==> src/rtl/rmc_pkg.sv <==
package rmc_pkg;
  typedef enum logic [1:0] {
    PA_GPIO    = 2'd0,
    PA_RESET   = 2'd1,
    PA_CAPTURE = 2'd2
  } pa_func_e;

  typedef enum logic [1:0] {
    CAUSE_NONE  = 2'd0,
    CAUSE_POR   = 2'd1,
    CAUSE_FORCE = 2'd2,
    CAUSE_EXT   = 2'd3
  } rst_cause_e;
endpackage

==> src/rtl/rmc_sync.sv <==
module rmc_sync #(
  parameter int  STAGES    = 2,
  parameter logic RESET_VAL = 1'b1
) (
  input  logic clk,
  input  logic rst_i,
  input  logic d_i,
  output logic q_o
);
  logic [STAGES-1:0] chain_q;

  generate
    for (genvar s = 0; s < STAGES; s++) begin : g_stage
      always_ff @(posedge clk) begin
        if (rst_i) chain_q[s] <= RESET_VAL;
        else if (s == 0) chain_q[s] <= d_i;
        else chain_q[s] <= chain_q[(s == 0) ? 0 : s-1];
      end
    end
  endgenerate

  assign q_o = chain_q[STAGES-1];
endmodule

==> src/rtl/rmc_rst_seq.sv <==
module rmc_rst_seq
  import rmc_pkg::*;
#(
  parameter int RST_CYCLES = 8
) (
  input  logic clk,
  input  logic por_i,
  input  logic force_i,
  input  logic ext_i,
  input  logic pin_b_i,
  output logic sys_rst_o,
  output logic mode_bg_o,
  output logic sample_por_bg_o
);
  localparam int CW = $clog2(RST_CYCLES + 1);

  logic [CW-1:0] cnt_q;
  rst_cause_e    cause_q;
  logic          mode_q;
  logic          trig;
  logic          last_cycle;

  assign trig       = force_i || ext_i;
  assign last_cycle = (cnt_q == CW'(1)) && !trig;

  always_ff @(posedge clk) begin
    if (por_i) begin
      cnt_q   <= CW'(RST_CYCLES);
      cause_q <= CAUSE_POR;
      mode_q  <= 1'b0;
    end else if (trig) begin
      cnt_q <= CW'(RST_CYCLES);
      if (force_i && cause_q != CAUSE_POR) cause_q <= CAUSE_FORCE;
      else if (cause_q == CAUSE_NONE)      cause_q <= CAUSE_EXT;
    end else if (cnt_q != '0) begin
      cnt_q <= cnt_q - CW'(1);
      if (cnt_q == CW'(1)) begin
        if (cause_q == CAUSE_POR || cause_q == CAUSE_FORCE) mode_q <= ~pin_b_i;
        cause_q <= CAUSE_NONE;
      end
    end
  end

  assign sys_rst_o       = (cnt_q != '0);
  assign mode_bg_o       = mode_q;
  assign sample_por_bg_o = last_cycle && (cause_q == CAUSE_POR) && !pin_b_i;

  AST_MODE_STABLE_OUTSIDE_RST: assert property (@(posedge clk) disable iff (por_i)
    !sys_rst_o |=> $stable(mode_bg_o));
  AST_TRIG_STARTS_RST: assert property (@(posedge clk) disable iff (por_i)
    trig |=> sys_rst_o);
endmodule

==> src/rtl/rmc_cfg.sv <==
module rmc_cfg (
  input  logic clk,
  input  logic por_i,
  input  logic sys_rst_i,
  input  logic sample_por_bg_i,
  input  logic wr_i,
  input  logic wr_rstpin_i,
  input  logic wr_dbgpin_i,
  output logic rstpin_en_o,
  output logic dbgpin_en_o
);
  logic rst_en_q;
  logic dbg_en_q;

  always_ff @(posedge clk) begin
    if (por_i) begin
      rst_en_q <= 1'b0;
      dbg_en_q <= 1'b1;
    end else if (sys_rst_i) begin
      dbg_en_q <= 1'b1;
      if (sample_por_bg_i) rst_en_q <= 1'b1;
    end else if (wr_i) begin
      rst_en_q <= rst_en_q | wr_rstpin_i;
      dbg_en_q <= wr_dbgpin_i;
    end
  end

  assign rstpin_en_o = rst_en_q;
  assign dbgpin_en_o = dbg_en_q;

  AST_RSTPIN_STICKY: assert property (@(posedge clk) disable iff (por_i)
    rst_en_q |=> rst_en_q);
  AST_DBG_SET_BY_RST: assert property (@(posedge clk) disable iff (por_i)
    sys_rst_i |=> dbg_en_q);
  AST_NO_WRITE_IN_RST: assert property (@(posedge clk) disable iff (por_i)
    (sys_rst_i && !sample_por_bg_i && !rst_en_q) |=> !rst_en_q);
endmodule

==> src/rtl/rstmode_pin_ctrl.sv <==
module rstmode_pin_ctrl
  import rmc_pkg::*;
#(
  parameter int RST_CYCLES  = 8,
  parameter int SYNC_STAGES = 2
) (
  input  logic       clk,
  input  logic       por_i,
  input  logic       dbg_force_rst_i,
  input  logic       cfg_wr_i,
  input  logic       cfg_rstpin_en_i,
  input  logic       cfg_dbgpin_en_i,
  input  logic       tmr_capture_en_i,
  input  logic       pin_a_i,
  input  logic       pin_b_i,
  output logic [1:0] pin_a_func_o,
  output logic       pin_a_pullup_o,
  output logic       pin_b_dbg_o,
  output logic       pin_b_pullup_o,
  output logic       ext_rst_req_o,
  output logic       sys_rst_o,
  output logic       mode_bg_o
);
  logic     pin_a_sync;
  logic     ext_req_q;
  logic     sys_rst;
  logic     sample_por_bg;
  logic     rst_en;
  logic     dbg_en;
  pa_func_e pa_func_d;
  pa_func_e pa_func_q;
  logic     pa_pu_q;
  logic     pb_dbg_q;
  logic     pb_pu_q;

  rmc_sync #(.STAGES(SYNC_STAGES), .RESET_VAL(1'b1)) u_sync (
    .clk   (clk),
    .rst_i (por_i),
    .d_i   (pin_a_i),
    .q_o   (pin_a_sync)
  );

  rmc_rst_seq #(.RST_CYCLES(RST_CYCLES)) u_seq (
    .clk             (clk),
    .por_i           (por_i),
    .force_i         (dbg_force_rst_i),
    .ext_i           (ext_req_q),
    .pin_b_i         (pin_b_i),
    .sys_rst_o       (sys_rst),
    .mode_bg_o       (mode_bg_o),
    .sample_por_bg_o (sample_por_bg)
  );

  rmc_cfg u_cfg (
    .clk             (clk),
    .por_i           (por_i),
    .sys_rst_i       (sys_rst),
    .sample_por_bg_i (sample_por_bg),
    .wr_i            (cfg_wr_i),
    .wr_rstpin_i     (cfg_rstpin_en_i),
    .wr_dbgpin_i     (cfg_dbgpin_en_i),
    .rstpin_en_o     (rst_en),
    .dbgpin_en_o     (dbg_en)
  );

  always_comb begin
    if (rst_en)                pa_func_d = PA_RESET;
    else if (tmr_capture_en_i) pa_func_d = PA_CAPTURE;
    else                       pa_func_d = PA_GPIO;
  end

  always_ff @(posedge clk) begin
    if (por_i) begin
      ext_req_q <= 1'b0;
      pa_func_q <= PA_GPIO;
      pa_pu_q   <= 1'b0;
      pb_dbg_q  <= 1'b1;
      pb_pu_q   <= 1'b1;
    end else begin
      ext_req_q <= rst_en && !pin_a_sync;
      pa_func_q <= pa_func_d;
      pa_pu_q   <= rst_en;
      pb_dbg_q  <= dbg_en;
      pb_pu_q   <= dbg_en;
    end
  end

  assign pin_a_func_o   = pa_func_q;
  assign pin_a_pullup_o = pa_pu_q;
  assign pin_b_dbg_o    = pb_dbg_q;
  assign pin_b_pullup_o = pb_pu_q;
  assign ext_rst_req_o  = ext_req_q;
  assign sys_rst_o      = sys_rst;

  AST_EXT_REQ_NEEDS_RSTPIN: assert property (@(posedge clk) disable iff (por_i)
    ext_rst_req_o |-> pin_a_pullup_o);
  AST_PA_FUNC_LEGAL: assert property (@(posedge clk) disable iff (por_i)
    pin_a_func_o != 2'd3);
endmodule

==> config.mk <==
export PLATFORM = sky130hd
export DESIGN_NAME = rstmode_pin_ctrl
export DESIGN_NICKNAME = d
export VERILOG_FILES = /design/src/rtl/rmc_pkg.sv /design/src/rtl/rmc_sync.sv /design/src/rtl/rmc_rst_seq.sv /design/src/rtl/rmc_cfg.sv /design/src/rtl/rstmode_pin_ctrl.sv
export SDC_FILE = /design/constraint.sdc
export NUM_CORES = 1
export LEC_CHECK = 0
export CELL_PAD_IN_SITES_DETAIL_PLACEMENT = 0
export CELL_PAD_IN_SITES_GLOBAL_PLACEMENT = 1
export CORE_ASPECT_RATIO = 0.75
export CORE_UTILIZATION = 37
export DETAILED_ROUTE_END_ITERATION = 8
export PLACE_DENSITY = 0.81
export SKIP_LAST_GASP = 1
export SYNTH_ARGS = -nofsm -noshare
export SYNTH_HDL_FRONTEND = slang
export SYNTH_SLANG_ARGS = --single-unit
==> constraint.sdc <==
create_clock -name clk -period 5.55 [get_ports clk]
set_clock_uncertainty 0.2 [all_clocks]
set_input_delay 1.11 -clock clk [delete_from_list [all_inputs] [get_ports clk]]
set_output_delay 1.11 -clock clk [all_outputs]
set_load 0.005 [all_outputs]
# Word level (Yosys, flattened, before mapping)
# Index checks and enable logic that the tools add are counted.
# totals
regBits,16
out_inout_bits,8
# classes
bitwise_logic,3
eq_ne,6
n_reduce_logical,21
muxes,10
add_sub_neg,1
# op_table
operator,count
$mux 2,6
$reduce_bool 2->1,3
$reduce_or 2->1,3
$logic_and 1x1->1,5
$eq 4x1->1 const B,1
$mux 1,4
$ne 2x1->1 const B,2
$reduce_and 4->1,1
$reduce_bool 4->1,1
$sub 4x1->4 const B,1
$logic_not 1->1,3
$ne 3x3->1 const B,1
$reduce_and 3->1,1
$eq 2x1->1 const B,1
$eq 2x2->1 const B,1
$logic_not 2->1,1
$logic_or 1x1->1,2
$not 1->1,2
$reduce_and 2->1,1
$or 1x1->1,1

# Longest topological paths before layout
# logic_depth
word_depth,7
mapped_depth,6
ltp_nobuf,6

# Modules after synthesis
# Synthesis repeated with hierarchy kept, for this count alone.
# hier_totals
hier_cells,68
hier_area_um2,675.6
# by_module_without_submodules
mod,area_each_um2,n_inst,cells_per_inst
rmc_rst_seq,425.4,1,46
rstmode_pin_ctrl,122.6,1,10
rmc_cfg,75.1,1,8
rmc_sync,52.6,1,4

# Least setup slack after synthesis
# Ideal clock, no wire load.
# synth_timing
path_kind,input to register
start,in dbg_force_rst_i
end,"reg u_seq.mode_q, in the netlist u_seq.mode_bg_o"
slack_ns,3.147
t_arrival_ns,2.079
setup_ns,0.123
cell_stages,3
path_buffers,0
path_cell_list,or4b_4 > nor4_4 > mux2_1
# synth_via
elab_chain_len,3
# synth_rtl
item,line,text
from (decl),rstmode_pin_ctrl.sv:9,"input logic dbg_force_rst_i,"
$logic_or 1x1->1,rmc_rst_seq.sv:23,assign trig = force_i || ext_i;
$not 1->1 (no line),n/a,
$reduce_and 4->1 (no line),n/a,
to (signal assigned),rmc_rst_seq.sv:38,if (cause_q == CAUSE_POR || cause_q == CAUSE_FORCE) mode_q <= ~pin_b_i;
to (decl),rmc_rst_seq.sv:19,logic mode_q;
# No other way between the ends.
# A chain may end at the register's enable or synchronous reset.

# Worst setup path in the final report
# layout_timing
start,reg u_seq.cnt_q[0]
end,out sys_rst_o
# layout_via
elab_chain_len,1
# layout_rtl
item,line,text
from (decl),rmc_rst_seq.sv:17,logic [CW-1:0] cnt_q;
from (signal assigned),rmc_rst_seq.sv:28,cnt_q <= CW'(RST_CYCLES);
from (signal assigned),rmc_rst_seq.sv:32,cnt_q <= CW'(RST_CYCLES);
from (signal assigned),rmc_rst_seq.sv:36,cnt_q <= cnt_q - CW'(1);
$reduce_bool 4->1,rmc_rst_seq.sv:44,assign sys_rst_o = (cnt_q != '0);
to (decl),rstmode_pin_ctrl.sv:21,"output logic sys_rst_o,"
# No other way between the ends.

==> impl_metrics.yaml <==
run_status:
  status: "completed"
synthesis:
  synth-seq-area-share: 0.4494
  synth_cells: 66
  synth_top_area_share: 0.4494
  yosys_warnings: 0
  synth_most_common_cell: "dfxtp_1"
  ys.flop_type: "dfxtp_1"
  ys_ff_latch: 15
  yosys-top-cells-count: "dfxtp_1 (15), nor2_1 (5)"
  postSynthAreaPerCell_sq_um: 10.12
  synthesis.nets: 78
  ys_types: 31
  synth_edf_count: 0
  async_flop_share: 0
  synth_area_leaders: "dfxtp_1 (45%), ha_1 (5.6%), mux2_2 (3.4%)"
  synth.cell_area_sq_um: 668.1
  synth_area_leader_cell: "dfxtp_1"
route:
  vias_per_cell: 4.825
  vias: 497
  wire_per_inst_um: 11.28
  drc_errors: 0
  dr.pass1.iters: 2
  ant_nets: 0
  wirelength_um: 1162
  drtIter0Drc: 1
final_layout:
  regArea_sq_um: 300.3
  layout-drive-gt1-share: 0.1463
  layout.nets: 95
  area_delta_synth_final_pct: 28.46
  multi_input_comb_area_sq_um: 330.3
  antennaDiodeCount: 0
  fillers: 156
clock_tree:
  cts_setup_buffers: 0
  cts_buffer_depth: 2
  cts_sinks: 15
  hold_buffers: 0
  cts_buffers: 3
  clkTransAtPathRegs_ns: 0.08
  h-tree-depth: 1
  root_buffer: "clkbuf_4"
  cts_tree: "yes"
  clk_latency_ns: 0.27
  cts_resized: 0
worst_setup_path:
  cp_cell_sequence: "inv_1, ha_1, nor3b_2, inv_2, clkdlybuf4s50_1"
  cp-end-kind: "output port"
  path_class: "reg -> out"
  crit_required_ns: 4.24
  reg2reg_depth: 5
  reg2reg_to: "u_seq.mode_bg_o$_SDFFE_PP0P_"
  crit_path_end: "sys_rst_o"
  critPathLaunchType: "flip-flop"
  cp_slowest_cell: "clkdlybuf4s50_1"
  critical_path_arrival_ns: 1.81
  r2r_setup_slack_ns: 3.50
  worstPathMaxFanout: 5
  slowest_delay_ns: 0.46
  r2r_start: "u_seq.cnt_q[0]$_SDFFE_PP0N_"
  crit_start: "u_seq.cnt_q[0]$_SDFFE_PP0N_"
sta:
  worst_pin_slew_ns: 0.3989
  finalSetupViolations: 0
  drv_slew: 0
  hold_slack_ns: 0.1888
  period_minus_slack_ns: 3.116
  rsz0062_at_grt: "false"
  max_slew_margin: 0.7332
  hold_viol: 0
  tns_ns: 0
  fmax_mhz: 321.0
  fin_crit_sh: 0.5614
floorplan:
  rows: 12
  fp.dieArea_sq_mm: 0.001982
  initial_core_util: 0.4238
  io_pins: 17
  die_w_um: 51.07
  die_h_um: 38.80
  core_sq_mm: 0.001577
pwr:
  ir_worst_vdd_mv: 0.1514
  p_leak_nw: 0.3233
  power.density_mw_per_mm2: 237.2
grt:
  grt_overflow: 0
  antenna_found_initial: 0
  grtUsageTotal: 0.1451
  grt_max_degree: 13
  grt_pass1_wl_um: 2014
  first_global_vias: 458
placement:
  dp_hpwl_um: 850.8
  place_congestion: 0.6800
  io_buffers: 16
worst_hold_path:
  min_path_type: "reg -> reg"
flow_run:
  cap_viol_max_count: 0
-- cell families after synthesis --
group / synth area share
simple gates: 0.2435
compound gates: 0.1311
flops: 0.4494
fa+ha+maj: 0.05619
mux: 0.05056
xor+xnor: 0.01311
buf+inv: 0.05617
-- area by class of cell --
type | count | area share
clock buffers | 4 | 0.03061
inverters | 4 | 0.01749
multi-input cells | 43 | 0.3848
flip-flops and latches | 15 | 0.3499
well taps | 21 | 0.03061
repair buffers | 16 | 0.1866
-- placed cells by master, fill, tap and decap left out, types with 2 or more instances in the layout --
cell / Yosys / layout
nand2_1: 2 / 2
nor2b_1: 3 / 3
or2_2: 3 / 3
clkdlybuf4s50_1: 0 / 16
or3_1: 3 / 3
nor2_1: 5 / 5
a21oi_1: 3 / 3
mux2_2: 2 / 2
nor3b_1: 2 / 2
dfxtp_1: 15 / 15
ha_1: 3 / 3
clkbuf_4: 0 / 3
inv_1: 3 / 3
-- per-stage QoR --
step / area [sq um] / worst slack, ns / power, mW / std cells / utilization
floorplan: 668.1 / 3.147 / 0.1345 / 66 / -
global placement: 832.0 / 2.585 / 0.1459 / 99 / 0.5278
detailed placement: 832.0 / 2.569 / 0.1464 / 99 / 0.5278
CTS: 858.3 / 2.418 / 0.2075 / 103 / 0.5444
global route: 858.3 / 2.291 / 0.2165 / 103 / 0.5444
finish: 858.3 / 2.434 / 0.2036 / 103 / 0.5444
-- state kept, by name, indices dropped and copies added, names as in the netlist --
name	flops
ext_rst_req_o	1
pin_a_func_o	1
pin_a_pullup_o	1
pin_b_pullup_o	1
u_cfg.dbgpin_en_o	1
u_cfg.rstpin_en_o	1
u_seq.cause_q	2
u_seq.cnt_q	4
u_seq.mode_bg_o	1
u_sync.chain_q	1
u_sync.q_o	1
-- per-layer routing --
metal  track usage  part of all wire  vias to the layer above
met5             0                 0                        -
met4       0.04167            0.0095                        0
met3       0.05882             0.051                        2
met2        0.2039              0.38                       13
met1        0.2000              0.55                      217
li1              -                 -                      265
-- report_power, final --
part           leakage, nW  internal, mW  switching (mW)  total [mW]
clock               0.0150        0.0278          0.0321      0.0599
combinational        0.186        0.0163          0.0111      0.0274
sequential           0.123         0.112         0.00460       0.116
-- worst max-delay path: cells and delay by family, from the launching register on --
family	cells	cell delay [ns]
flops	1	0.33
simple gates	1	0.33
buf+inv	3	0.64
fa+ha+maj	1	0.23
-- worst min path at each step --
stage,from,endpoint,cells past startpoint
after global routing,u_sync.q_o$_SDFF_PP1_,ext_rst_req_o$_SDFF_PP0_,1
final,u_sync.q_o$_SDFF_PP1_,ext_rst_req_o$_SDFF_PP0_,1
after detailed placement,u_sync.q_o$_SDFF_PP1_,ext_rst_req_o$_SDFF_PP0_,1
after floorplan,u_sync.q_o$_SDFF_PP1_,ext_rst_req_o$_SDFF_PP0_,1
after CTS,u_sync.q_o$_SDFF_PP1_,ext_rst_req_o$_SDFF_PP0_,1
after global placement,u_sync.q_o$_SDFF_PP1_,ext_rst_req_o$_SDFF_PP0_,1
No activity file was read; power rests on OpenSTA's default activity.
